$ cat config.mk
export PLATFORM = sky130hd
export DESIGN_NAME = uart_fifo_dma_ctrl
export DESIGN_NICKNAME = d
export VERILOG_FILES = /design/src/rtl/ufc_pkg.sv /design/src/rtl/ufc_ctl_reg.sv /design/src/rtl/ufc_fifo.sv /design/src/rtl/ufc_dma_hs.sv /design/src/rtl/uart_fifo_dma_ctrl.sv
export SDC_FILE = /design/constraint.sdc
export NUM_CORES = 1
export LEC_CHECK = 0
export BUFFER_PORTS_ARGS = -buffer_cell sky130_fd_sc_hd__buf_4
export CORE_MARGIN = 2
export CORE_UTILIZATION = 45
export CTS_BUF_LIST = sky130_fd_sc_hd__clkbuf_16
export CTS_CLUSTER_SIZE = 30
export DETAILED_ROUTE_END_ITERATION = 6
export PLACE_DENSITY = 0.59
export SYNTH_ARGS = -nofsm -noshare
export SYNTH_HDL_FRONTEND = slang
export SYNTH_SLANG_ARGS = --single-unit
$ cat constraint.sdc
create_clock -name clk -period 3.7 [get_ports clk]
set_input_delay 0.555 -clock clk [delete_from_list [all_inputs] [get_ports clk]]
set_output_delay 0.555 -clock clk [all_outputs]
set_load 0.02 [all_outputs]
$ cat src/rtl/ufc_pkg.sv
package ufc_pkg;

    localparam int unsigned UFC_DW    = 8;
    localparam int unsigned UFC_DEPTH = 32;

    // control register image, MSB first
    typedef struct packed {
        logic [1:0] rx_sel;
        logic [1:0] tx_sel;
        logic       dma_sel;
        logic       tx_flush;
        logic       spare;
        logic       en;
    } ctl_reg_t;

    typedef enum logic {
        DMA_SINGLE = 1'b0,
        DMA_BLOCK  = 1'b1
    } dma_mode_e;

    function automatic int unsigned tx_threshold(input logic [1:0] sel,
                                                 input int unsigned depth);
        case (sel)
            2'b00:   return depth / 2;
            2'b01:   return depth / 4;
            2'b10:   return (depth * 3) / 4;
            default: return (depth * 7) / 8;
        endcase
    endfunction

    function automatic int unsigned rx_threshold(input logic [1:0] sel,
                                                 input int unsigned depth);
        case (sel)
            2'b00:   return depth / 4;
            2'b01:   return depth / 2;
            2'b10:   return (depth * 3) / 4;
            default: return (depth * 7) / 8;
        endcase
    endfunction

endpackage

$ cat src/rtl/ufc_ctl_reg.sv
module ufc_ctl_reg
    import ufc_pkg::*;
(
    input  logic       clk,
    input  logic       rst,
    input  logic       we,
    input  logic [7:0] wdata,
    output ctl_reg_t   ctl_q,
    output logic       tx_flush,
    output dma_mode_e  mode
);

    always_ff @(posedge clk) begin
        if (rst) begin
            ctl_q <= '0;
        end else if (we) begin
            ctl_q.rx_sel   <= wdata[7:6];
            ctl_q.tx_sel   <= wdata[5:4];
            ctl_q.dma_sel  <= wdata[3];
            ctl_q.tx_flush <= 1'b0;
            ctl_q.spare    <= 1'b0;
            ctl_q.en       <= wdata[0];
        end
    end

    assign tx_flush = we && wdata[2];
    assign mode     = (ctl_q.en && ctl_q.dma_sel) ? DMA_BLOCK : DMA_SINGLE;

endmodule

$ cat src/rtl/ufc_fifo.sv
module ufc_fifo #(
    parameter int unsigned DW    = 8,
    parameter int unsigned DEPTH = 32,
    parameter int unsigned CW    = $clog2(DEPTH + 1)
) (
    input  logic          clk,
    input  logic          rst,
    input  logic          flush,
    input  logic [CW-1:0] cap,
    input  logic          push,
    input  logic [DW-1:0] wdata,
    input  logic          pop,
    output logic [DW-1:0] rdata,
    output logic [CW-1:0] count,
    output logic          ovf
);

    localparam int unsigned AW = (DEPTH > 1) ? $clog2(DEPTH) : 1;

    logic [DW-1:0] mem [DEPTH];
    logic [AW-1:0] wr_ptr, rd_ptr;
    logic [CW-1:0] count_q;
    logic          do_push, do_pop;

    function automatic logic [AW-1:0] bump(input logic [AW-1:0] p);
        return (p == AW'(DEPTH - 1)) ? '0 : p + 1'b1;
    endfunction

    assign do_push = push && !flush && (count_q < cap);
    assign do_pop  = pop  && !flush && (count_q != '0);

    always_ff @(posedge clk) begin
        if (do_push) begin
            mem[wr_ptr] <= wdata;
        end
    end

    always_ff @(posedge clk) begin
        if (rst) begin
            wr_ptr  <= '0;
            rd_ptr  <= '0;
            count_q <= '0;
            ovf     <= 1'b0;
            rdata   <= '0;
        end else if (flush) begin
            wr_ptr  <= '0;
            rd_ptr  <= '0;
            count_q <= '0;
            ovf     <= 1'b0;
        end else begin
            if (do_push) begin
                wr_ptr <= bump(wr_ptr);
            end
            if (do_pop) begin
                rd_ptr <= bump(rd_ptr);
                rdata  <= mem[rd_ptr];
            end
            if (push && !do_push) begin
                ovf <= 1'b1;
            end
            count_q <= count_q + CW'(do_push) - CW'(do_pop);
        end
    end

    assign count = count_q;

endmodule

$ cat src/rtl/ufc_dma_hs.sv
module ufc_dma_hs
    import ufc_pkg::*;
#(
    parameter int unsigned CW = 6
) (
    input  logic          clk,
    input  logic          rst,
    input  dma_mode_e     mode,
    input  logic [CW-1:0] tx_count,
    input  logic          tx_full,
    input  logic [CW-1:0] tx_lvl,
    input  logic [CW-1:0] rx_count,
    input  logic [CW-1:0] rx_lvl,
    input  logic          rx_timeout,
    output logic          txrdy_n,
    output logic          rxrdy_n
);

    logic tx_hold_q, tx_blk;
    logic rx_act_q, rx_act;

    // block mode transmit: hysteresis between threshold and full
    always_comb begin
        if (tx_full) begin
            tx_blk = 1'b1;
        end else if (tx_count <= tx_lvl) begin
            tx_blk = 1'b0;
        end else begin
            tx_blk = tx_hold_q;
        end
    end

    // block mode receive: armed by threshold or time-out, released on empty
    assign rx_act = (rx_count != '0) &&
                    ((rx_count >= rx_lvl) || rx_timeout || rx_act_q);

    always_ff @(posedge clk) begin
        if (rst) begin
            tx_hold_q <= 1'b0;
            rx_act_q  <= 1'b0;
        end else begin
            tx_hold_q <= tx_blk;
            rx_act_q  <= rx_act;
        end
    end

    always_comb begin
        unique case (mode)
            DMA_BLOCK: begin
                txrdy_n = tx_blk;
                rxrdy_n = !rx_act;
            end
            default: begin
                txrdy_n = (tx_count != '0);
                rxrdy_n = (rx_count == '0);
            end
        endcase
    end

endmodule

$ cat src/rtl/uart_fifo_dma_ctrl.sv
module uart_fifo_dma_ctrl
    import ufc_pkg::*;
#(
    parameter int unsigned DW    = UFC_DW,
    parameter int unsigned DEPTH = UFC_DEPTH
) (
    input  logic                           clk,
    input  logic                           rst,
    input  logic                           fcr_we,
    input  logic [7:0]                     fcr_wdata,
    output logic [7:0]                     fcr_rdata,
    input  logic                           tx_push,
    input  logic [DW-1:0]                  tx_wdata,
    input  logic                           tx_pop,
    output logic [DW-1:0]                  tx_rdata,
    output logic [$clog2(DEPTH+1)-1:0]     tx_count,
    output logic                           tx_ovf,
    input  logic                           rx_push,
    input  logic [DW-1:0]                  rx_wdata,
    input  logic                           rx_pop,
    output logic [DW-1:0]                  rx_rdata,
    output logic [$clog2(DEPTH+1)-1:0]     rx_count,
    output logic                           rx_ovf,
    input  logic                           rx_timeout,
    output logic                           txrdy_n,
    output logic                           rxrdy_n,
    output logic                           tx_trig_irq,
    output logic                           rx_trig_irq
);

    localparam int unsigned CW = $clog2(DEPTH + 1);

    ctl_reg_t      ctl_q;
    dma_mode_e     mode;
    logic          tx_flush;
    logic [CW-1:0] cap, tx_lvl, rx_lvl;

    ufc_ctl_reg u_ctl (
        .clk      (clk),
        .rst      (rst),
        .we       (fcr_we),
        .wdata    (fcr_wdata),
        .ctl_q    (ctl_q),
        .tx_flush (tx_flush),
        .mode     (mode)
    );

    assign fcr_rdata = ctl_q;
    assign cap       = ctl_q.en ? CW'(DEPTH) : CW'(1);
    assign tx_lvl    = CW'(tx_threshold(ctl_q.tx_sel, DEPTH));
    assign rx_lvl    = CW'(rx_threshold(ctl_q.rx_sel, DEPTH));

    ufc_fifo #(.DW(DW), .DEPTH(DEPTH), .CW(CW)) u_tx_fifo (
        .clk   (clk),
        .rst   (rst),
        .flush (tx_flush),
        .cap   (cap),
        .push  (tx_push),
        .wdata (tx_wdata),
        .pop   (tx_pop),
        .rdata (tx_rdata),
        .count (tx_count),
        .ovf   (tx_ovf)
    );

    ufc_fifo #(.DW(DW), .DEPTH(DEPTH), .CW(CW)) u_rx_fifo (
        .clk   (clk),
        .rst   (rst),
        .flush (1'b0),
        .cap   (cap),
        .push  (rx_push),
        .wdata (rx_wdata),
        .pop   (rx_pop),
        .rdata (rx_rdata),
        .count (rx_count),
        .ovf   (rx_ovf)
    );

    ufc_dma_hs #(.CW(CW)) u_hs (
        .clk        (clk),
        .rst        (rst),
        .mode       (mode),
        .tx_count   (tx_count),
        .tx_full    (tx_count >= cap),
        .tx_lvl     (tx_lvl),
        .rx_count   (rx_count),
        .rx_lvl     (rx_lvl),
        .rx_timeout (rx_timeout),
        .txrdy_n    (txrdy_n),
        .rxrdy_n    (rxrdy_n)
    );

    assign rx_trig_irq = ctl_q.en && (rx_count >= rx_lvl);
    assign tx_trig_irq = ctl_q.en && (tx_count < tx_lvl);

endmodule

==> results.txt, run 1 <==
Mapped Cells -> 1287
Yosys cell types -> 62
Slew HR -> 34.7%
crit-path cells -> inv_1, ha_1, nand4bb_1, nand2_1, inv_2, ha_1, inv_1, ha_1, fa_1, a21oi_1, nor2_1, nor2_1, xor2_1, nor2_1
Final setup viols -> 0
Synth warnings -> 0
largest fanout on the critical path -> 22
I/O pins -> 74
final setup TNS -> 0 ns
Hold Path Stages -> 3
Remaining Overflow, GRT -> 0
PortBufs -> 70
leakage power -> 8.66 nW
Layout area overhead -> 14.7%
Worst Path Buf+Inv -> 3
CTS buffer count -> 58
max cap viols -> 0
chip height -> 230 um
die area -> 53000 um^2
latest clock arrival within the worst-skew pair -> 0.62 ns
critical path endpoint category -> flop
core box area -> 50400 um^2
initial core utilization -> 45.7%
final WL -> 49000 um
EDFF count, synth -> 512
Avg Vias per Cell -> 5.51
RSZ-0062 raised after global routing -> no
Ant. Diodes -> 0
CP delay by family, top -> adder cells
R2R Path Start -> u_rx_fifo.count[2]$_SDFF_PP0_
P per Cell Area -> 585 nW/um^2
global-route wire length before repair -> 74200 um
period utilization -> 82.1%
largest net degree at the start of global routing -> 51
layout net count -> 1510
post-route ant nets -> 0
final max-slew violation count -> 0
share of layout cells above drive strength 1 -> 25.5%
CTS sink count -> 570
Period minus WS final -> 3.04 ns
DRC -> 4
Seq cells post-synth -> 570
vias in the first global route -> 11900
Synth top area share -> 66.7%
clk slew on worst S/H paths -> 0.06 ns
Arrival @ worst endpoint -> 3.51 ns
cell area after synthesis -> 23000 um^2
initial DRC count -> 993
WS Path Type -> flop to flop
leading area contributor after synthesis -> edfxtp_1
Max Clock Skew -> 0.0182 ns
failing checks -> design-rule violations
post-CTS setup buffers -> 0
Detailed Place HPWL -> 30900 um
row count -> 82
Worst R2R Path Depth -> 14
Fin. Hold Viols -> 0
CTS Root Buffer Type -> clkbuf_16
Vias -> 11900
Die Wd -> 230 um
status -> complete, but fails checks
synthesized area per cell -> 17.9 um^2
Worst-Margin Slew -> 0.979 ns
ys async rst share -> 0%
Critical Path RT -> 4.18 ns
Crit-path slowest cell -> fa_1
Worst Hold End -> u_ctl.ctl_q[5]$_SDFFE_PP0P_
post-synthesis sequential area ratio -> 71.8%
post-cts sizing count -> 0
HP Class -> input pin to flop
Tot GR Track Use -> 18.7%
Synth Flop Type -> edfxtp_1
Synth area leaders -> edfxtp_1, mux4_2, dfxtp_1, ha_1, nor2_1
RePlAce Congestion -> 0.805
cts hold-fix bufs -> 0
Hold WS -> 0.189 ns
drt pass-1 iters -> 7
worst vdd ir -> 0.552 mV
Crit Reg-Reg Endpoint -> u_rx_fifo.count[4]$_SDFF_PP0_
worst hold start -> fcr_wdata[5]
TritonCTS clock tree -> yes
element type at the critical path start -> flop
H-tree lvl count -> 2
flop-to-flop setup slack -> 0.66 ns
max incr delay on CP -> 0.43 ns
WL/cell -> 22.8 um
initial antenna violation count -> 0
Max Fclk -> 0.329 GHz
CTS Buffer Depth -> 3
[state kept, by name, summed over array words and instances (netlist names)]
name              count
u_ctl.ctl_q           6
u_rx_fifo.mem       256
u_tx_fifo.rdata       8
u_tx_fifo.ovf         1
u_tx_fifo.count       6
u_tx_fifo.mem       256
u_rx_fifo.ovf         1
u_rx_fifo.count       6
u_rx_fifo.wr_ptr      5
u_rx_fifo.rdata       8
u_hs.tx_hold_q        1
u_tx_fifo.wr_ptr      5
u_rx_fifo.rd_ptr      5
u_tx_fifo.rd_ptr      5
u_hs.rx_act_q         1
[logic make-up (layout without fill, tap and decap cells)]
| logic type | after synthesis | in the layout | share of synthesized area, % |
|---|---|---|---|
| flip-flops | 570 | 570 | 71.8 |
| AND/OR/NAND/NOR | 265 | 265 | 5.71 |
| multiplexers | 170 | 170 | 13.8 |
| AO/OA/AOI/OAI | 132 | 132 | 3.82 |
| buffers and inverters | 97 | 292 | 2.19 |
| adder cells (fa/ha/maj) | 43 | 43 | 2.40 |
| XOR/XNOR | 9 | 9 | 0.342 |
| other | 1 | 2 | 0.0163 |
[area by class of cell]
type	instances	area (um^2)
clock inverter	49	262
fill	4071	24000
inverter	29	109
clock buffer	59	1480
sequential	570	16600
timing repair buffer	155	1180
multi-input combinational	621	6000
tap	672	841
[how the worst max path moves through the flow]
stage                                  start                             to  slack [ns]  depth (start not counted)
2_1_floorplan  u_tx_fifo.count[2]$_SDFF_PP0_  u_tx_fifo.count[4]$_SDFF_PP0_        0.72                         17
3_3_place_gp   u_rx_fifo.count[2]$_SDFF_PP0_  u_rx_fifo.count[4]$_SDFF_PP0_        0.65                         14
3_5_place_dp   u_rx_fifo.count[2]$_SDFF_PP0_  u_rx_fifo.count[4]$_SDFF_PP0_        0.66                         14
4_1_cts          u_ctl.ctl_q[6]$_SDFFE_PP0P_                        rxrdy_n        0.61                          8
5_1_grt        u_rx_fifo.count[3]$_SDFF_PP0_  u_rx_fifo.count[5]$_SDFF_PP0_        0.40                         13
6_report       u_rx_fifo.count[2]$_SDFF_PP0_  u_rx_fifo.count[4]$_SDFF_PP0_        0.66                         14
[worst reg2reg max path, stage by stage, from the launching register on]
cell       delay, ns
dfxtp_1         0.33
inv_1           0.13
ha_1            0.18
nand4bb_1       0.22
nand2_1         0.29
inv_2           0.22
ha_1            0.34
inv_1           0.04
ha_1            0.21
fa_1            0.43
a21oi_1         0.15
nor2_1          0.05
nor2_1          0.11
xor2_1          0.16
nor2_1          0.05
[cell usage in the layout (no fill, tap or decap), types with 7 or more instances in the layout]
cell type and n:
a211oi_1 9, a21oi_1 29, nor4_1 11, o22ai_1 20, nor2b_1 19, a211o_1 9
ha_1 41, o21ai_0 24, dfxtp_1 52, inv_1 41, clkbuf_16 59, clkinv_2 11
nor2_1 119, nand3_1 24, nand3b_1 10, mux2i_1 42, nand2_1 34, edfxtp_1 512
a22o_1 7, clkinv_1 19, mux4_2 116, a2111oi_0 8, mux2_2 12, buf_4 154
[layer usage]
| metal | vias to the layer above | track usage, % | share of wire, % |
|---|---|---|---|
| li1 | 5436 | - | - |
| met1 | 6096 | 24.9 | 42 |
| met2 | 260 | 32.1 | 51 |
| met3 | 77 | 2.79 | 4.3 |
| met4 | 0 | 5.50 | 2.5 |
| met5 | - | 0 | 0 |
[synthesized netlist by cell type (23+ instances only)]
master,instances
edfxtp_1,512
nor2_1,119
mux4_2,116
dfxtp_1,58
mux2i_1,42
ha_1,41
nand2_1,34
a21oi_1,29
inv_1,28
nand3_1,24
o21ai_0,24
clkbuf_1,23
[report_power, final]
part           total [mW]  internal, mW  switching (mW)
sequential           7.52          7.23           0.289
combinational        2.63          1.23            1.40
clock                5.32          2.95            2.37
[through the flow]
stage	worst slack (ns)	power, mW	instance area, um^2	std cells	util (%)
after floorplan	0.722	9.43	23000	1288	-
after global placement	0.646	10.3	24700	2047	49.0
after detailed placement	0.658	10.3	24700	2047	49.0
after CTS	0.609	15.7	26400	2155	52.4
after global routing	0.399	16.2	26400	2155	52.4
final	0.663	15.5	26400	2155	52.4
Note: power is estimated with default switching activity, not from simulation.
==> inputs of run 2 (changes only) <==
--- a/config.mk
+++ b/config.mk
@@ -5,6 +5,7 @@
 export SDC_FILE = /design/constraint.sdc
 export NUM_CORES = 1
 export LEC_CHECK = 0
+export ABC_AREA = 1
 export BUFFER_PORTS_ARGS = -buffer_cell sky130_fd_sc_hd__buf_4
 export CORE_MARGIN = 2
 export CORE_UTILIZATION = 45
==> constraint.sdc (replaced) <==
create_clock -name clk -period 2.9 [get_ports clk]
set_input_delay 0.435 -clock clk [delete_from_list [all_inputs] [get_ports clk]]
set_output_delay 0.435 -clock clk [all_outputs]
set_load 0.02 [all_outputs]
==> run 2 against run 1 <==
Net effect:
- core utilization down 0.36 points
- the run now ends clean
- area after synthesis is 6.5% higher
- worst hold slack lost 0.14 ns
- via count up 39%
- critical path type is now flop to output port
- count of clock-buffer cells in the layout is 1 higher
- highest routed layer unchanged
- critical path depth down 6
- clock power increased by 44%
- non-clock buffer count increased by 15
- die area grew 6.4%
- global-route usage is 2.1 points higher
- clock skew is 0.029 ns higher
==> results.txt, run 2 <==
Worst-Margin Slew -> 0.674 ns (-0.305 ns)
leading area contributor after synthesis -> edfxtp_1
layout net count -> 2498 (+65%)
final WL -> 58900 um (+20%)
status -> finished clean
WS Path Type -> flop to output port
initial DRC count -> 1536 (+55%)
max cap viols -> 0 (unchanged)
I/O pins -> 74 (unchanged)
Critical Path End -> txrdy_n
H-tree lvl count -> 2 (unchanged)
period utilization -> 94.0%
post-route ant nets -> 0 (unchanged)
row count -> 85 (+3.7%)
Layout area overhead -> 14.2%
Synth Flop Type -> edfxtp_1
cell area after synthesis -> 24500 um^2 (+6.5%)
TritonCTS clock tree -> yes
Synth top area share -> 62.7% (-4.1 points)
synthesized area per cell -> 10.6 um^2 (-41%)
Avg Vias per Cell -> 5.20 (-5.6%)
final max-slew violation count -> 0 (unchanged)
CTS buffer count -> 59 (+1.7%)
Critical Path RT -> 2.47 ns (-1.71 ns)
Max Fclk -> 0.367 GHz
RSZ-0062 raised after global routing -> yes
cts hold-fix bufs -> 0 (unchanged)
Arrival @ worst endpoint -> 2.29 ns (-1.22 ns)
clk slew on worst S/H paths -> 0.06 ns (about the same)
Fin. Hold Viols -> 0 (unchanged)
commonest non-fill, non-tap cell in the layout -> nand2_1
setup slack after placement -> 0.228 ns (-0.430 ns)
PortBufs -> 70 (unchanged)
# placed instances -> 3057 (+49%)
biggest regs -> u_rx_fifo.mem (256), u_tx_fifo.mem (256)
CTS Root Buffer Type -> clkbuf_16
Vias -> 16500 (+39%)
switch share -> 30.8% (+4.6 points)
Die Wd -> 238 um (+3.1%)
Synth warnings -> 0 (unchanged)
commonest cells after routing, fill and taps aside -> nand2_1, edfxtp_1, nand3_1, inv_1, nor2_1
Ant. Diodes -> 0 (unchanged)
core box area -> 53800 um^2 (+6.8%)
Final WS setup -> 0.173 ns (-0.490 ns)
initial core utilization -> 45.6% (-0.14 points)
post-route cell area -> 28000 um^2 (+6.1%)
largest fanout on the critical path -> 6 (-73%)
HP Class -> input pin to flop
post-layout util -> 52.1% (-0.36 points)
ys async rst share -> 0% (unchanged)
RePlAce Congestion -> 0.878 (+9.0%)
latest clock arrival within the worst-skew pair -> 0.63 ns (about the same)
largest net degree at the start of global routing -> 132 (+160%)
leakage power -> 11.1 nW (+29%)
post-route non-filler standard cell count -> 3170 (+47%)
Worst Setup SP -> u_ctl.ctl_q[0]$_SDFFE_PP0P_
P per Cell Area -> 796 nW/um^2 (+36%)
Mapped Cells -> 2305 (+79%)
Slew HR -> 55.0% (+20 points)
Power, Total -> 22.3 mW (+44%)
EDFF count, synth -> 512 (unchanged)
drt pass-1 iters -> 7 (unchanged)
DRC -> 0 (-4)
chip height -> 238 um (+3.1%)
Synth area leaders -> edfxtp_1, nand2_1, nand3_1, dfxtp_1, inv_1
die area -> 56400 um^2 (+6.4%)
Clock power frac -> 34.4% (about the same)
Period minus WS final -> 2.73 ns
element type at the critical path start -> flop
Final setup viols -> 0 (unchanged)
Max Clock Skew -> 0.0474 ns (+0.0292 ns)
post-synthesis sequential area ratio -> 67.4% (-4.4 points)
Tot GR Track Use -> 20.9% (+2.1 points)
Hold WS -> 0.0483 ns (-0.140 ns)
final setup TNS -> 0 ns (unchanged)
worst vdd ir -> 0.552 mV (about the same)
flop-to-flop setup slack -> 0.27 ns (-0.39 ns)
initial antenna violation count -> 0 (unchanged)
Remaining Overflow, GRT -> 0 (unchanged)
vias in the first global route -> 16000 (+34%)
P_int -> 15.4 mW (+35%)
Crit Reg-Reg Endpoint -> u_tx_fifo.count[4]$_SDFF_PP0_
Worst R2R Path Depth -> 13 (-1)
R2R Path Start -> u_ctl.ctl_q[0]$_SDFFE_PP0P_
sw power -> 6.88 mW (+69%)
dpl cell area -> 26000 um^2 (+5.5%)
CTS Buffer Depth -> 3 (unchanged)
sequential fraction of design power -> 42.7% (-5.9 points)
Combinational Power Share -> 22.9% (+5.9 points)
Detailed Place HPWL -> 36400 um (+18%)
global-route wire length before repair -> 90500 um (+22%)
Synth top cells by count -> nand2_1, edfxtp_1, nand3_1
count leader, synth -> nand2_1
Seq cells post-synth -> 570 (unchanged)
share of layout cells above drive strength 1 -> 11.4% (-14 points)
critical path endpoint category -> output port
Yosys cell types -> 37 (-40%)
WL/cell -> 18.6 um (-18%)
CTS sink count -> 570 (unchanged)
==> run 2: changes by cell type after synthesis, moves of 27 or more <==
| cell | delta |
|---|---|
| nand2_1 | +625 |
| nand3_1 | +346 |
| inv_1 | +166 |
| mux4_2 | -116 |
| nor2_1 | +52 |
| mux2i_1 | -42 |
| o21ai_0 | +42 |
| buf_2 | +32 |
| a21oi_1 | +27 |
==> run 2: cell families (layout without fill, tap and decap cells) <==
family	Yosys count	in the layout	synth area share, %
compound gates	147	147	3.24
xor+xnor	3	3	0.107
fa+ha+maj	43	43	2.25
buf+inv	322	490	6.20
flops	570	570	67.4
other cells	1	2	0.0153
simple gates	1219	1219	20.8
==> run 2: final cells by class <==
cell class | instances | area [um^2]
Tap cell | 696 | 871
Inverter | 208 | 786
Fill cell | 4773 | 25800
Multi-Input combinational cell | 1414 | 6480
Clock inverter | 52 | 492
Clock buffer | 60 | 1500
Timing Repair Buffer | 170 | 1350
Sequential cell | 570 | 16500
==> run 2: power groups by stage <==
stage	sequential (mW)	clock, mW	combinational (mW)
floorplan	9.82	0	3.29
global placement	9.69	0	5.04
detailed placement	9.70	0	5.11
CTS	9.52	7.81	5.13
global route	9.56	8.14	5.71
finish	9.52	7.67	5.11
==> run 2: layer usage <==
metal  share of wire, %  wire length, um  track usage [%]  vias to the layer above
met5                  0                0                0                        -
met4                3.0             1740             6.86                        0
met3                5.2             3070             2.58                      100
met2                 49            28700             35.6                      467
met1                 43            25300             27.8                     7888
li1                   -                -                -                     8033
==> run 2: repair_timing <==
action,CTS,global route
resized for setup,0,1
buffers inserted,0,1
setup endpoints to repair,0,2
==> run 2: critical path, cell delays in order, from the launching register on <==
cell and delay (ns):
dfxtp_1 0.37, inv_1 0.15, ha_1 0.34, a21oi_1 0.18, nor3b_1 0.23, nand2_1 0.07
inv_1 0.07, o21ai_0 0.10, buf_4 0.18
==> run 2: worst min path at each step <==
stage                                         from                     endpoint  depth (start not counted)
after global routing                  fcr_wdata[7]  u_ctl.ctl_q[7]$_SDFFE_PP0P_                          3
after floorplan           u_hs.rx_act_q$_SDFF_PP0_     u_hs.rx_act_q$_SDFF_PP0_                          2
after detailed placement  u_hs.rx_act_q$_SDFF_PP0_     u_hs.rx_act_q$_SDFF_PP0_                          2
after CTS                             fcr_wdata[5]  u_ctl.ctl_q[5]$_SDFFE_PP0P_                          3
final                                 fcr_wdata[5]  u_ctl.ctl_q[5]$_SDFFE_PP0P_                          3
after global placement    u_hs.rx_act_q$_SDFF_PP0_     u_hs.rx_act_q$_SDFF_PP0_                          2
==> inputs of run 3 (changes only) <==
--- a/config.mk
+++ b/config.mk
@@ -9,7 +9,7 @@
 export BUFFER_PORTS_ARGS = -buffer_cell sky130_fd_sc_hd__buf_4
 export CORE_MARGIN = 2
 export CORE_UTILIZATION = 45
-export CTS_BUF_LIST = sky130_fd_sc_hd__clkbuf_16
+export CTS_BUF_LIST = sky130_fd_sc_hd__clkbuf_2 sky130_fd_sc_hd__clkbuf_4 sky130_fd_sc_hd__clkbuf_8
 export CTS_CLUSTER_SIZE = 30
 export DETAILED_ROUTE_END_ITERATION = 6
 export PLACE_DENSITY = 0.59
==> run 3 against run 2 <==
Net effect:
- first-iteration DRC count down 13%
- non-clock buffer count up 9
- sequential power barely moved
- global-route usage is 0.35 points higher
- die area unchanged
- maximum frequency down 0.85%
- sequential cell count stayed put
- sequential share of layout area rose by 0.26 points
- core utilization decreased by 0.23 points
- combinational power barely moved
- critical endpoint unchanged
==> results.txt, run 3 (synthesized netlist as in run 2, its figures left out) <==
status -> finished clean
WL/cell -> 18.4 um (-0.64%)
post-route ant nets -> 0 (unchanged)
vias in the first global route -> 16400 (+2.7%)
latest clock arrival within the worst-skew pair -> 0.68 ns (+0.05 ns)
drt pass-1 iters -> 5 (-2)
RePlAce Congestion -> 0.878 (unchanged)
CTS Buffer Depth -> 3 (unchanged)
Max Clock Skew -> 0.0362 ns (-0.0112 ns)
commonest cells after routing, fill and taps aside -> nand2_1, edfxtp_1, nand3_1, inv_1, nor2_1
Combinational Power Share -> 24.1% (+1.2 points)
Worst-Margin Slew -> 0.683 ns (+0.00919 ns)
critical path endpoint category -> output port
chip height -> 238 um (unchanged)
P per Cell Area -> 764 nW/um^2 (-4.0%)
Vias -> 16700 (+1.5%)
final setup TNS -> 0 ns (unchanged)
Clock power frac -> 31.2% (-3.2 points)
clk slew on worst S/H paths -> 0.06 ns (about the same)
sw power -> 6.85 mW (-0.38%)
commonest non-fill, non-tap cell in the layout -> nand2_1
HP Class -> input pin to flop
period utilization -> 94.8% (+0.80 points)
post-route cell area -> 27900 um^2 (-0.45%)
sequential fraction of design power -> 44.7% (+2.0 points)
share of layout cells above drive strength 1 -> 13.4% (+1.9 points)
max cap viols -> 0 (unchanged)
leakage power -> 11.1 nW (-0.12%)
H-tree lvl count -> 3 (+1)
Die Wd -> 238 um (unchanged)
Crit Reg-Reg Endpoint -> u_tx_fifo.count[4]$_SDFF_PP0_
final WL -> 59700 um (+1.4%)
initial DRC count -> 1343 (-13%)
dpl cell area -> 26000 um^2 (unchanged)
switch share -> 32.1% (+1.3 points)
row count -> 85 (unchanged)
DRC -> 0 (unchanged)
WS Path Type -> flop to output port
post-layout util -> 51.9% (-0.23 points)
final max-slew violation count -> 0 (unchanged)
Remaining Overflow, GRT -> 0 (unchanged)
global-route wire length before repair -> 91600 um (+1.3%)
initial antenna violation count -> 0 (unchanged)
Ant. Diodes -> 0 (unchanged)
R2R Path Start -> u_ctl.ctl_q[0]$_SDFFE_PP0P_
Arrival @ worst endpoint -> 2.32 ns (+0.03 ns)
Worst Hold End -> u_ctl.ctl_q[7]$_SDFFE_PP0P_
worst hold start -> fcr_we
Fin. Hold Viols -> 0 (unchanged)
Power, Total -> 21.3 mW (-4.4%)
Hold Path Stages -> 3 (unchanged)
die area -> 56400 um^2 (unchanged)
layout net count -> 2542 (+1.8%)
largest net degree at the start of global routing -> 132 (unchanged)
Period minus WS final -> 2.75 ns (+0.0233 ns)
Worst R2R Path Depth -> 13 (unchanged)
Tot GR Track Use -> 21.2% (+0.35 points)
P_int -> 14.5 mW (-6.2%)
Max Fclk -> 0.364 GHz (-0.85%)
CTS Root Buffer Type -> clkbuf_8
CTS sink count -> 570 (unchanged)
Detailed Place HPWL -> 36400 um (unchanged)
TritonCTS clock tree -> yes
biggest regs -> u_rx_fifo.mem (256), u_tx_fifo.mem (256)
PortBufs -> 70 (unchanged)
worst vdd ir -> 0.418 mV (-24%)
Slew HR -> 54.4% (-0.61 points)
core box area -> 53800 um^2 (unchanged)
initial core utilization -> 45.6% (unchanged)
element type at the critical path start -> flop
Layout area overhead -> 13.7%
Final setup viols -> 0 (unchanged)
Critical Path RT -> 2.47 ns (about the same)
largest fanout on the critical path -> 6 (unchanged)
Avg Vias per Cell -> 5.17 (-0.58%)
Worst Setup SP -> u_ctl.ctl_q[0]$_SDFFE_PP0P_
Hold WS -> 0.0429 ns (-0.00535 ns)
post-CTS setup buffers -> 0 (unchanged)
I/O pins -> 74 (unchanged)
CTS buffer count -> 94 (+59%)
flop-to-flop setup slack -> 0.26 ns (about the same)
[run 3: layout make-up]
type,instances,area [um^2]
repair buffers,179,1440
well taps,696,871
flip-flops and latches,570,16500
fillers,4842,25900
multi-input cells,1414,6500
inverters,208,786
clock inverters,40,186
clock buffers,129,1580
[run 3: metrics by stage]
| stage | setup slack, ns | cells |
|---|---|---|
| floorplan | 0.139 | 2306 |
| global placement | 0.280 | 3057 |
| detailed placement | 0.228 | 3057 |
| CTS | 0.0655 | 3236 |
| global route | -0.0114 | 3236 |
| finish | 0.149 | 3236 |
[run 3: timing repair]
item	4_1_cts	5_1_grt
endpoints found under the setup margin	1	2
endpoints found under the hold margin	10	0
gates cloned	0	0
resized for setup	1	4
hold buffers	10	0
[run 3: how the worst max path moves through the flow]
stage | endpoint | slack (ns) | depth (start not counted)
after floorplan | u_tx_fifo.count[4]$_SDFF_PP0_ | 0.14 | 15
after global placement | u_tx_fifo.count[4]$_SDFF_PP0_ | 0.28 | 13
after detailed placement | u_tx_fifo.count[4]$_SDFF_PP0_ | 0.23 | 13
after CTS | txrdy_n | 0.07 | 8
after global routing | txrdy_n | -0.01 | 9
final | txrdy_n | 0.15 | 9
[run 3: critical path, cell delays in order, from the launching register on]
cell and delay (ns):
dfxtp_1 0.38, inv_2 0.10, ha_1 0.31, nand3_1 0.10, a21oi_1 0.20, nor3b_2 0.07, nand2_1 0.06, inv_1 0.04
o21ai_0 0.20, buf_4 0.19
[run 3: power by group through the flow]
stage | Combinational [mW] | Clock (mW) | Sequential, mW
3_5_place_dp | 5.11 | 0 | 9.70
3_3_place_gp | 5.04 | 0 | 9.69
5_1_grt | 5.73 | 7.15 | 9.57
2_1_floorplan | 3.29 | 0 | 9.82
4_1_cts | 5.15 | 6.81 | 9.53
6_report | 5.14 | 6.65 | 9.53
[run 3: per-layer routing]
metal	global-route usage [%]	share of wire, %	wire length (um)
met2	35.9	49	29300
met1	27.3	43	25600
met4	8.58	3.3	1970
met5	0	0	0
met3	3.38	4.7	2800
